File: src/rtl/ppg_pkg.sv
package ppg_pkg;
  localparam int CODE_W = 4;

  // Codes 1 and 2 alias onto the slower codes 8 and 9.
  function automatic logic [CODE_W-1:0] eff_code(input logic [CODE_W-1:0] c);
    logic [CODE_W-1:0] r;
    if (c == CODE_W'(1))      r = CODE_W'(8);
    else if (c == CODE_W'(2)) r = CODE_W'(9);
    else                      r = c;
    return r;
  endfunction
endpackage

File: src/rtl/ppg_rate_decode.sv
module ppg_rate_decode
  import ppg_pkg::*;
#(
  parameter int CNT_W = 15
) (
  input  logic [CODE_W-1:0] code_i,
  output logic              active_o,
  output logic [CNT_W-1:0]  mask_o
);
  logic [CODE_W-1:0] eff;

  always_comb begin
    eff      = eff_code(code_i);
    active_o = (code_i != '0);
    // The mask covers the bits below the period's bit position (eff-1).
    for (int i = 0; i < CNT_W; i++) begin
      mask_o[i] = (i < (int'(eff) - 1));
    end
  end
endmodule

File: src/rtl/ppg_tick_counter.sv
module ppg_tick_counter #(
  parameter int CNT_W = 15
) (
  input  logic             clk,
  input  logic             rst,
  input  logic             tick_i,
  output logic [CNT_W-1:0] cnt_next_o
);
  logic [CNT_W-1:0] cnt_q;

  assign cnt_next_o = cnt_q + CNT_W'(1);

  always_ff @(posedge clk) begin
    if (rst)         cnt_q <= '0;
    else if (tick_i) cnt_q <= cnt_next_o;
  end

  // the counter advances by exactly one on each tick
  p_count_step_r6: assert property (@(posedge clk) disable iff (rst)
    tick_i |=> (cnt_q == $past(cnt_next_o)));
endmodule

File: src/rtl/ppg_event_unit.sv
module ppg_event_unit #(
  parameter bit HAS_SQW = 1'b1
) (
  input  logic clk,
  input  logic rst,
  input  logic hit_i,
  input  logic irq_en_i,
  input  logic sqw_en_i,
  output logic flag_o,
  output logic irq_o,
  output logic sqw_o
);
  always_ff @(posedge clk) begin
    if (rst) begin
      flag_o <= 1'b0;
      irq_o  <= 1'b0;
    end else begin
      flag_o <= hit_i;
      irq_o  <= hit_i & irq_en_i;
    end
  end

  generate
    if (HAS_SQW) begin : g_sqw
      always_ff @(posedge clk) begin
        if (rst) sqw_o <= 1'b0;
        else     sqw_o <= hit_i & sqw_en_i;
      end
    end else begin : g_nosqw
      assign sqw_o = 1'b0;
    end
  endgenerate

  // an interrupt strobe never appears without the event pulse
  p_irq_with_flag_r8: assert property (@(posedge clk) disable iff (rst)
    irq_o |-> flag_o);
  // a square-wave strobe never appears without the event pulse
  p_sqw_with_flag_r9: assert property (@(posedge clk) disable iff (rst)
    sqw_o |-> flag_o);
endmodule

File: src/rtl/ppg_top.sv
module ppg_top
  import ppg_pkg::*;
#(
  parameter int CNT_W   = 15,
  parameter bit HAS_SQW = 1'b1
) (
  input  logic              clk,
  input  logic              rst,
  input  logic              tick_en_i,
  input  logic [CODE_W-1:0] rate_code_i,
  input  logic              irq_en_i,
  input  logic              sqw_en_i,
  output logic              per_flag_o,
  output logic              irq_o,
  output logic              sqw_o
);
  logic             active;
  logic [CNT_W-1:0] mask;
  logic [CNT_W-1:0] cnt_next;
  logic             run;
  logic             hit;

  ppg_rate_decode #(.CNT_W(CNT_W)) u_dec (
    .code_i   (rate_code_i),
    .active_o (active),
    .mask_o   (mask)
  );

  ppg_tick_counter #(.CNT_W(CNT_W)) u_cnt (
    .clk        (clk),
    .rst        (rst),
    .tick_i     (tick_en_i),
    .cnt_next_o (cnt_next)
  );

  assign run = active & (irq_en_i | (sqw_en_i & HAS_SQW));
  assign hit = tick_en_i & run & ((cnt_next & mask) == '0);

  ppg_event_unit #(.HAS_SQW(HAS_SQW)) u_evt (
    .clk      (clk),
    .rst      (rst),
    .hit_i    (hit),
    .irq_en_i (irq_en_i),
    .sqw_en_i (sqw_en_i),
    .flag_o   (per_flag_o),
    .irq_o    (irq_o),
    .sqw_o    (sqw_o)
  );

  // code 0 gives no event on the following cycle
  p_zero_code_silent_r2: assert property (@(posedge clk) disable iff (rst)
    (rate_code_i == '0) |=> !per_flag_o);
  // with neither enable high, no event follows
  p_stopped_silent_r3: assert property (@(posedge clk) disable iff (rst)
    (!irq_en_i && !sqw_en_i) |=> !per_flag_o);
  // the event pulse lasts a single cycle
  p_flag_single_r7: assert property (@(posedge clk) disable iff (rst)
    per_flag_o |=> !per_flag_o);
  // an event follows only a sampled tick
  p_flag_after_tick_r6: assert property (@(posedge clk) disable iff (rst)
    per_flag_o |-> $past(tick_en_i));
endmodule

File: config.mk
export PLATFORM = sky130hd
export DESIGN_NAME = ppg_top
export DESIGN_NICKNAME = d
export VERILOG_FILES = /design/src/rtl/ppg_pkg.sv /design/src/rtl/ppg_rate_decode.sv /design/src/rtl/ppg_tick_counter.sv /design/src/rtl/ppg_event_unit.sv /design/src/rtl/ppg_top.sv
export SDC_FILE = /design/constraint.sdc
export NUM_CORES = 1
export LEC_CHECK = 0
export BUFFER_PORTS_ARGS = -buffer_cell sky130_fd_sc_hd__buf_4
export CORE_UTILIZATION = 30
export CTS_CLUSTER_DIAMETER = 150
export DETAILED_ROUTE_END_ITERATION = 16
export SLEW_MARGIN = 10
export SYNTH_ARGS = -nofsm -noshare
export SYNTH_HDL_FRONTEND = slang
export SYNTH_SLANG_ARGS = --single-unit
File: constraint.sdc
create_clock -name clk -period 3.1 [get_ports clk]
set_input_delay 0.465 -clock clk [delete_from_list [all_inputs] [get_ports clk]]
set_output_delay 0.465 -clock clk [all_outputs]
set_load 0.05 [all_outputs]
---- Word-level counts from Yosys, hierarchy flattened ----
Index checks and enable logic that the tools add are counted.
cells by class
  add/sub/neg operators ................... 2
  magnitude comparators ................... 15
  equal/unequal tests ..................... 2
  multiplexer cells ....................... 2
  bitwise operators ....................... 7
  reduce and logical (&&, ||, !) cells .... 2
operator list
  cell                   count
  $lt 5x32->1 const A    7
  $lt 4x32->1 const A    4
  $lt 3x32->1 const A    2
  $lt 1x32->1 const A    1
  $lt 2x32->1 const A    1
  $add 15x1->15 const B  1
  $and 15x15->15         1
  $logic_not 15->1       1
  $mux 4                 2
  $and 1x1->1            5
  $sub 4x1->5 const B    1
  $eq 4x1->1 const B     1
  $eq 4x2->1 const B     1
  $reduce_bool 4->1      1
  $or 1x1->1             1
word-level totals
  register bits ........................... 18
  input port bits ......................... 9
  word-level logic and storage cells ...... 34

---- Longest topological paths before layout ----
Gate-level depths: netlist of the first run.
  word-level depth ........................ 9
  gate-level depth with buffers ........... 12
  depth with buffers taken out ............ 10

---- By module ----
A second synthesis of the first run with hierarchy kept.
second synthesis, totals
  cell total of the unflattened synthesis .. 204
  area, all modules ....................... 1650.3 µm²
modules (own cells, without submodules)
  module            instances  cells an instance  area an instance (µm²)  seq. area each (µm²)
  ppg_tick_counter  1          114                996.0                   300.3
  ppg_rate_decode   1          73                 464.2                   0.0
  ppg_top           1          11                 101.3                   0.0
  ppg_event_unit    1          6                  88.8                    60.1

---- Worst setup path before layout of the first run ----
No wires, ideal clock.
  kind .................................... in2reg
  start point ............................. in rate_code_i[0]
  end point ............................... reg u_evt.irq_o
  arrival ................................. 2369 ps
  data required time ...................... 2975 ps
  slack ................................... 606 ps
  stages .................................. 9
  path buffers ............................ 2
  cells stage by stage .................... buf_4 > o31ai_1 > ha_1 > clkbuf_1 > nand2b_1 > and3_1 > o32a_1 > o221ai_2 > nor4b_1
between the ends
  word-level cells in the longest chain between the ends .. 9
RTL lines
  what                                       RTL line               text
  start: declaration                         ppg_top.sv:10          input logic [CODE_W-1:0] rate_code_i,
  $eq 4x2->1                                 ppg_pkg.sv:8           else if (c == CODE_W'(2)) r = CODE_W'(9);
  $mux 4                                     ppg_pkg.sv:8
  $mux 4                                     ppg_pkg.sv:7           if (c == CODE_W'(1)) r = CODE_W'(8);
  $sub 4x1->5                                ppg_rate_decode.sv:17  mask_o[i] = (i < (int'(eff) - 1));
  $lt 1x32->1, or another cell as far along  ppg_rate_decode.sv:17
  $and 15x15->15                             ppg_top.sv:37          assign hit = tick_en_i & run & ((cnt_next & mask) == '0);
  $logic_not 15->1                           ppg_top.sv:37
  $and 1x1->1 (*)                            ppg_top.sv:37
  $and 1x1->1 (*)                            ppg_event_unit.sv:19   irq_o <= hit_i & irq_en_i;
  end signal: assignment                     ppg_event_unit.sv:19
  end: declaration                           ppg_event_unit.sv:10   output logic irq_o,
Every way passes the cells marked *; elsewhere a longest branch is shown, timed or not.
A chain may end at the register's enable or synchronous reset.

---- Worst setup path in the final report of the first run ----
Ends and elaborated chain as after synthesis.

==> results of run 1 <==
[registers in the layout, summed over array words and instances, names as in the netlist]
name and cells:
u_evt.sqw_o 1, u_cnt.cnt_q 15, u_evt.irq_o 1, u_evt.flag_o 1
[layer usage]
metal | wire, microns | global-route usage [%] | vias to the layer above
li1 | - | - | 631
met1 | 1560 | 18.1 | 567
met2 | 1300 | 20.3 | 17
met3 | 77 | 2.99 | 4
met4 | 38 | 4.44 | 0
met5 | 0 | 0 | -
[stage by stage]
stage,area (sq um),std cells,hold WS [ns]
after CTS,1570,230,0.488
after global routing,1570,230,0.486
after floorplan,1430,172,0.466
after global placement,1510,226,0.500
final,1570,230,0.494
after detailed placement,1510,226,0.497
[critical path: stages]
cell and delay [ns]:
buf_4 0.16, o31ai_1 0.43, ha_1 0.43, nand2b_1 0.17, o221ai_1 0.27, a211oi_1 0.12
o21bai_1 0.16, o221ai_2 0.13, nor4b_1 0.24
[logic make-up after synthesis]
kind of cell    after synthesis  share of synthesized area, %
compound gates               34                          18.7
xor+xnor                     23                          14.7
fa+ha+maj                     4                          3.51
buf+inv                      19                          6.94
flops                        18                          25.3
mux                           1                         0.702
simple gates                 73                          30.2
[cell type report]
type                       instances  area [sq um]
multi-input combinational        135           966
fill                             462          2910
inverter                          10          37.5
clock buffer                       4          55.1
sequential                        18           360
timing repair buffer              11          82.6
tap                               52          65.1
[synthesized netlist by cell type (all sizes together) (3+ instances only)]
cell type and instances:
xnor2 12, and4 3, and3 3, dfxtp 18, inv 10, o21ai 7, ha 4, clkbuf 4
nand4 5, nor4 4, xor2 11, nor3 5, nand2 9, o21bai 3, nand2b 3, nor2 20
a21oi 8, buf 5, nand3 9
[path summary, 6_finish.rpt]
kind / slack, ns / start / endpoint / depth (start not counted)
min reg2reg: 0.50 / u_cnt.cnt_q[14] / u_cnt.cnt_q[14] / 2
max: 0.68 / rate_code_i[0] / u_evt.irq_o / 9
max reg2reg: 0.90 / u_cnt.cnt_q[0] / u_evt.irq_o / 7
min: 0.49 / sqw_en_i / u_evt.sqw_o / 2
[power breakdown]
group	internal, mW	switching (mW)
clock	0.113	0.0819
sequential	0.235	0.00502
combinational	0.0373	0.0525
==> key figures, run 1 <==
Clock tree
  • Clock slew at the register clock pins of the worst setup and hold paths: 0.07 ns
  • Root buffer cell: clkbuf_8
  • # hold bufs at CTS: 0
  • Clk Latency, worst-skew pair: 0.25 ns
  • Sink Count: 18
  • Clk buf depth: 2
  • CTS Buf Count: 3
  • # H-tree levels: 1
  • Cts repair resizes: 0
  • Setup Fix Bufs, Post-CTS: 0
  • CTS tree: built

STA
  • Highest Clock Rate: 414 MHz
  • Finish-stage setup viols: 0
  • Worst rel slew slack: 70.7%
  • Max-slew violations: 0
  • Min Tclk post-route: 2.42 ns
  • Final Hold Vio Count: 0
  • Worst-Margin Slew: 0.436 ns
  • Clock skew: 0.000786 ns
  • Worst Slack Setup Final: 0.684 ns
  • RSZ-0062 raised after global routing: false
  • Setup Total Neg Slack: 0 ns
  • Fin crit share: 77.9%

Outcome
  • Status: completed

Hold path
  • Worst Hold Class: primary input to register

Synth
  • Post-synthesis sequential area ratio: 25.3%
  • Synth area leaders: dfxtp_1, xnor2_1, xor2_1
  • Post-synth top area share: 25.3%
  • Synth cell types: 55
  • Number of flops mapped to enable cells by yosys: 0
  • Synthesized cell area: 0.00143 sq mm
  • Mapped Cells: 172
  • Post-synth net total: 185
  • Syn Area/Cell: 8.29 sq um
  • Yosys top cell by area: dfxtp_1
  • Yosys Warn Count: 0
  • Seq cells post-synth: 18
  • Ys flop type: dfxtp_1
  • Async set-reset flop share out of synthesis: 0%

Global routing
  • Initial antenna violation count: 0
  • First-pass GRT wire length: 5310 microns
  • GRT Total Usage: 13.2%
  • Overflow after GRT: 0
  • Vias in the first global route: 1,140
  • Largest net degree at the start of global routing: 17

Final layout
  • Share of cells above drive strength 1: 18.5%
  • Final nets: 192
  • P&R area growth vs syn: 9.92%
  • Commonest non-fill, non-tap cell in the layout: nor2_1
  • Utilization after layout: 35.0%
  • Commonest non-fill, non-tap cells in the layout: nor2_1, dfxtp_1, xnor2_1, buf_4
  • ANT cells: 0

Route
  • Via density: 5.30
  • WL final: 2970 microns
  • Initial DRT Pass Iterations: 4
  • Vias post-DR: 1,219
  • Routed Antenna Nets: 0
  • Post-route DRC: 0
  • DR iter-0 viols: 119
  • DR WL/cell: 12.9 microns

Die
  • Core area: 0.00447 sq mm
  • Die Area: 0.00503 sq mm
  • Die W: 70.9 microns
  • I/O pins: 12
  • Die height: 70.9 microns
  • # rows: 24
  • Initial core utilization: 31.9%

Place
  • Port Buffers: 11
  • Dpl ws: 0.469 ns
  • Post-DP HPWL: 2250 microns
  • Final Wtd Congestion: 0.847

Flow run
  • Max_cap viols: 0

Pwr
  • Tot Pwr: 525 uW
  • P_leak: 0.550 nW
  • VDD IR-drop max: 0.134 mV
  • Power Dens Cells: 335 mW/mm^2

Critical path
  • WS Path Type: primary input to register
  • Critical path arrival: 2.58 ns
  • Worst setup SP type: primary input
  • Critical Path Fanout Max: 11
  • CP endpoint kind: register
  • Critical Path RT: 3.26 ns
No activity file was read; power rests on OpenSTA's default activity.
==> run 2, diff against run 1 <==
--- a/config.mk
+++ b/config.mk
@@ -5,6 +5,7 @@
 export SDC_FILE = /design/constraint.sdc
 export NUM_CORES = 1
 export LEC_CHECK = 0
+export ABC_AREA = 1
 export BUFFER_PORTS_ARGS = -buffer_cell sky130_fd_sc_hd__buf_4
 export CORE_UTILIZATION = 30
 export CTS_CLUSTER_DIAMETER = 150
==> constraint.sdc (replaced) <==
create_clock -name clk -period 2.5 [get_ports clk]
set_input_delay 0.375 -clock clk [delete_from_list [all_inputs] [get_ports clk]]
set_output_delay 0.375 -clock clk [all_outputs]
set_load 0.05 [all_outputs]
==> key figures, run 2 <==
Critical path
  • Critical path arrival: 2.19 ns
  • Critical Path RT: 2.69 ns
  • WS Path Type: primary input to register
  • CP endpoint kind: register
  • Worst setup SP type: primary input
  • Critical Path Fanout Max: 7

Place
  • Post-DP HPWL: 2470 microns
  • Final Wtd Congestion: 0.871
  • Port Buffers: 11

Final layout
  • Largest Register: u_cnt.cnt_q
  • Max FFs per register: 15
  • Final nets: 248
  • ANT cells: 0
  • Commonest non-fill, non-tap cell in the layout: nand2_1
  • Utilization after layout: 36.7%
  • P&R area growth vs syn: 14.4%
  • Share of cells above drive strength 1: 8.97%
  • Commonest non-fill, non-tap cells in the layout: nand2_1, inv_1, nor2_1, dfxtp_1, nand3_1

Synth
  • Post-synthesis sequential area ratio: 27.5%
  • Top-count cell post-synth: nand2_1
  • Number of flops mapped to enable cells by yosys: 0
  • Seq cells post-synth: 18
  • Post-synth top area share: 27.5%
  • Mapped Cells: 222
  • Yosys Warn Count: 0
  • Post-synth net total: 235
  • Most frequent cells after synthesis: nand2_1, inv_1, nor2_1, dfxtp_1, nand3_1
  • Synthesized cell area: 0.00131 sq mm
  • Syn Area/Cell: 5.91 sq um
  • Ys flop type: dfxtp_1
  • Yosys top cell by area: dfxtp_1
  • Async set-reset flop share out of synthesis: 0%
  • Synth area leaders: dfxtp_1, nand2_1, inv_1
  • Synth cell types: 20

Clock tree
  • Clock slew at the register clock pins of the worst setup and hold paths: 0.07 ns
  • # hold bufs at CTS: 0
  • CTS Buf Count: 3
  • Clk Latency, worst-skew pair: 0.25 ns
  • Clk buf depth: 2
  • # H-tree levels: 1
  • Root buffer cell: clkbuf_8
  • Setup Fix Bufs, Post-CTS: 0
  • Sink Count: 18
  • Cts repair resizes: 0
  • CTS tree: built

Hold path
  • Worst Hold Class: primary input to register

STA
  • Setup Total Neg Slack: 0 ns
  • Final Hold Vio Count: 0
  • Highest Clock Rate: 499 MHz
  • Finish-stage setup viols: 0
  • Max-slew violations: 0
  • Clock skew: 0.00331 ns
  • Hold Worst Slack: 0.349 ns
  • Worst-Margin Slew: 0.485 ns
  • RSZ-0062 raised after global routing: false
  • Worst rel slew slack: 67.4%
  • Fin crit share: 80.1%
  • Min Tclk post-route: 2.00 ns

Die
  • # rows: 23
  • Core area: 0.00409 sq mm
  • Die W: 68.1 microns
  • Die height: 68.1 microns
  • Die Area: 0.00464 sq mm
  • Initial core utilization: 32.1%
  • I/O pins: 12

Outcome
  • Status: completed

Pwr
  • Int Power: 498 uW
  • P_leak: 0.789 nW
  • Power Dens Cells: 472 mW/mm^2
  • Seq pwr share: 45.3%
  • VDD IR-drop max: 0.284 mV
  • Clk network pwr share: 33.8%
  • Sw Pwr: 209 uW
  • Sw frac: 29.5%
  • Combinational share of power: 20.9%

Route
  • Vias post-DR: 1,305
  • DR iter-0 viols: 53
  • Post-route DRC: 0
  • DR WL/cell: 11.0 microns
  • Initial DRT Pass Iterations: 4
  • WL final: 3110 microns
  • Routed Antenna Nets: 0
  • Via density: 4.60

Global routing
  • Overflow after GRT: 0
  • Initial antenna violation count: 0
  • Largest net degree at the start of global routing: 19
  • First-pass GRT wire length: 5460 microns
  • Vias in the first global route: 1,222
  • GRT Total Usage: 15.7%

Flow run
  • Max_cap viols: 0
==> run 2: cell count changes after synthesis, sizes merged, moves of 4 or more <==
| cell | change |
|---|---|
| buf | -5 |
| inv | +33 |
| nand2 | +51 |
| nand3 | +8 |
| nor2 | +12 |
| nor3 | -5 |
| nor4 | -4 |
| o211ai | +4 |
| o21ai | +6 |
| xnor2 | -11 |
| xor2 | -5 |
==> run 2: layout make-up <==
class | instances | area (sq um)
Clock buffer | 4 | 55.1
Sequential cell | 18 | 360
Tap cell | 50 | 62.6
Fill cell | 452 | 2590
Multi-Input combinational cell | 158 | 778
Timing Repair Buffer | 11 | 82.6
Inverter | 43 | 161
==> run 2: cell families after synthesis <==
kind of cell             after synthesis  synth area share, %
AND/OR/NAND/NOR                      117                 38.1
buffers and inverters                 46                 13.2
AO/OA/AOI/OAI                         30                 12.8
flip-flops                            18                 27.5
XOR/XNOR                               7                 4.68
adder cells (fa/ha/maj)                4                 3.82
==> run 2: metal layers <==
| layer | share of wire (%) | vias up | GRT usage [%] |
|---|---|---|---|
| met4 | 0.67 | 0 | 3.13 |
| met5 | 0 | - | 0 |
| met3 | 4.9 | 2 | 3.00 |
| met1 | 49 | 549 | 21.7 |
| met2 | 45 | 32 | 25.2 |
| li1 | - | 722 | - |
==> run 2: path summary, 6_finish.rpt <==
check / from / endpoint / slack (ns) / depth (start not counted)
worst max-delay path: rate_code_i[3] / u_evt.irq_o / 0.50 / 11
worst min register to register: u_cnt.cnt_q[9] / u_cnt.cnt_q[9] / 0.55 / 2
worst max register to register: u_cnt.cnt_q[1] / u_evt.irq_o / 0.71 / 11
worst min-delay path: sqw_en_i / u_evt.sqw_o / 0.35 / 3
==> run 2: worst max-delay path: stages <==
cell and delay (ns):
buf_4 0.12, nor2_2 0.20, a21oi_1 0.15, ha_1 0.23
xnor2_1 0.41, nand3_1 0.18, nand2_1 0.09, inv_1 0.04
a21oi_1 0.14, nand4_1 0.16, nor2_1 0.11
==> run 2: per-stage QoR <==
| stage | setup slack (ns) | total power [mW] | area [sq um] | std cells |
|---|---|---|---|---|
| finish | 0.497 | 0.707 | 1500 | 284 |
| global route | 0.327 | 0.753 | 1500 | 284 |
| CTS | 0.514 | 0.714 | 1500 | 284 |
| detailed placement | 0.246 | 0.474 | 1450 | 280 |
| global placement | 0.324 | 0.474 | 1450 | 280 |
| floorplan | 0.623 | 0.431 | 1310 | 222 |
==> run 2: power groups by stage <==
stage | combinational [mW] | sequential, mW | clock [mW]
2_1_floorplan | 0.106 | 0.325 | 0
3_3_place_gp | 0.147 | 0.327 | 0
3_5_place_dp | 0.148 | 0.327 | 0
4_1_cts | 0.148 | 0.320 | 0.246
5_1_grt | 0.171 | 0.323 | 0.259
6_report | 0.148 | 0.321 | 0.239
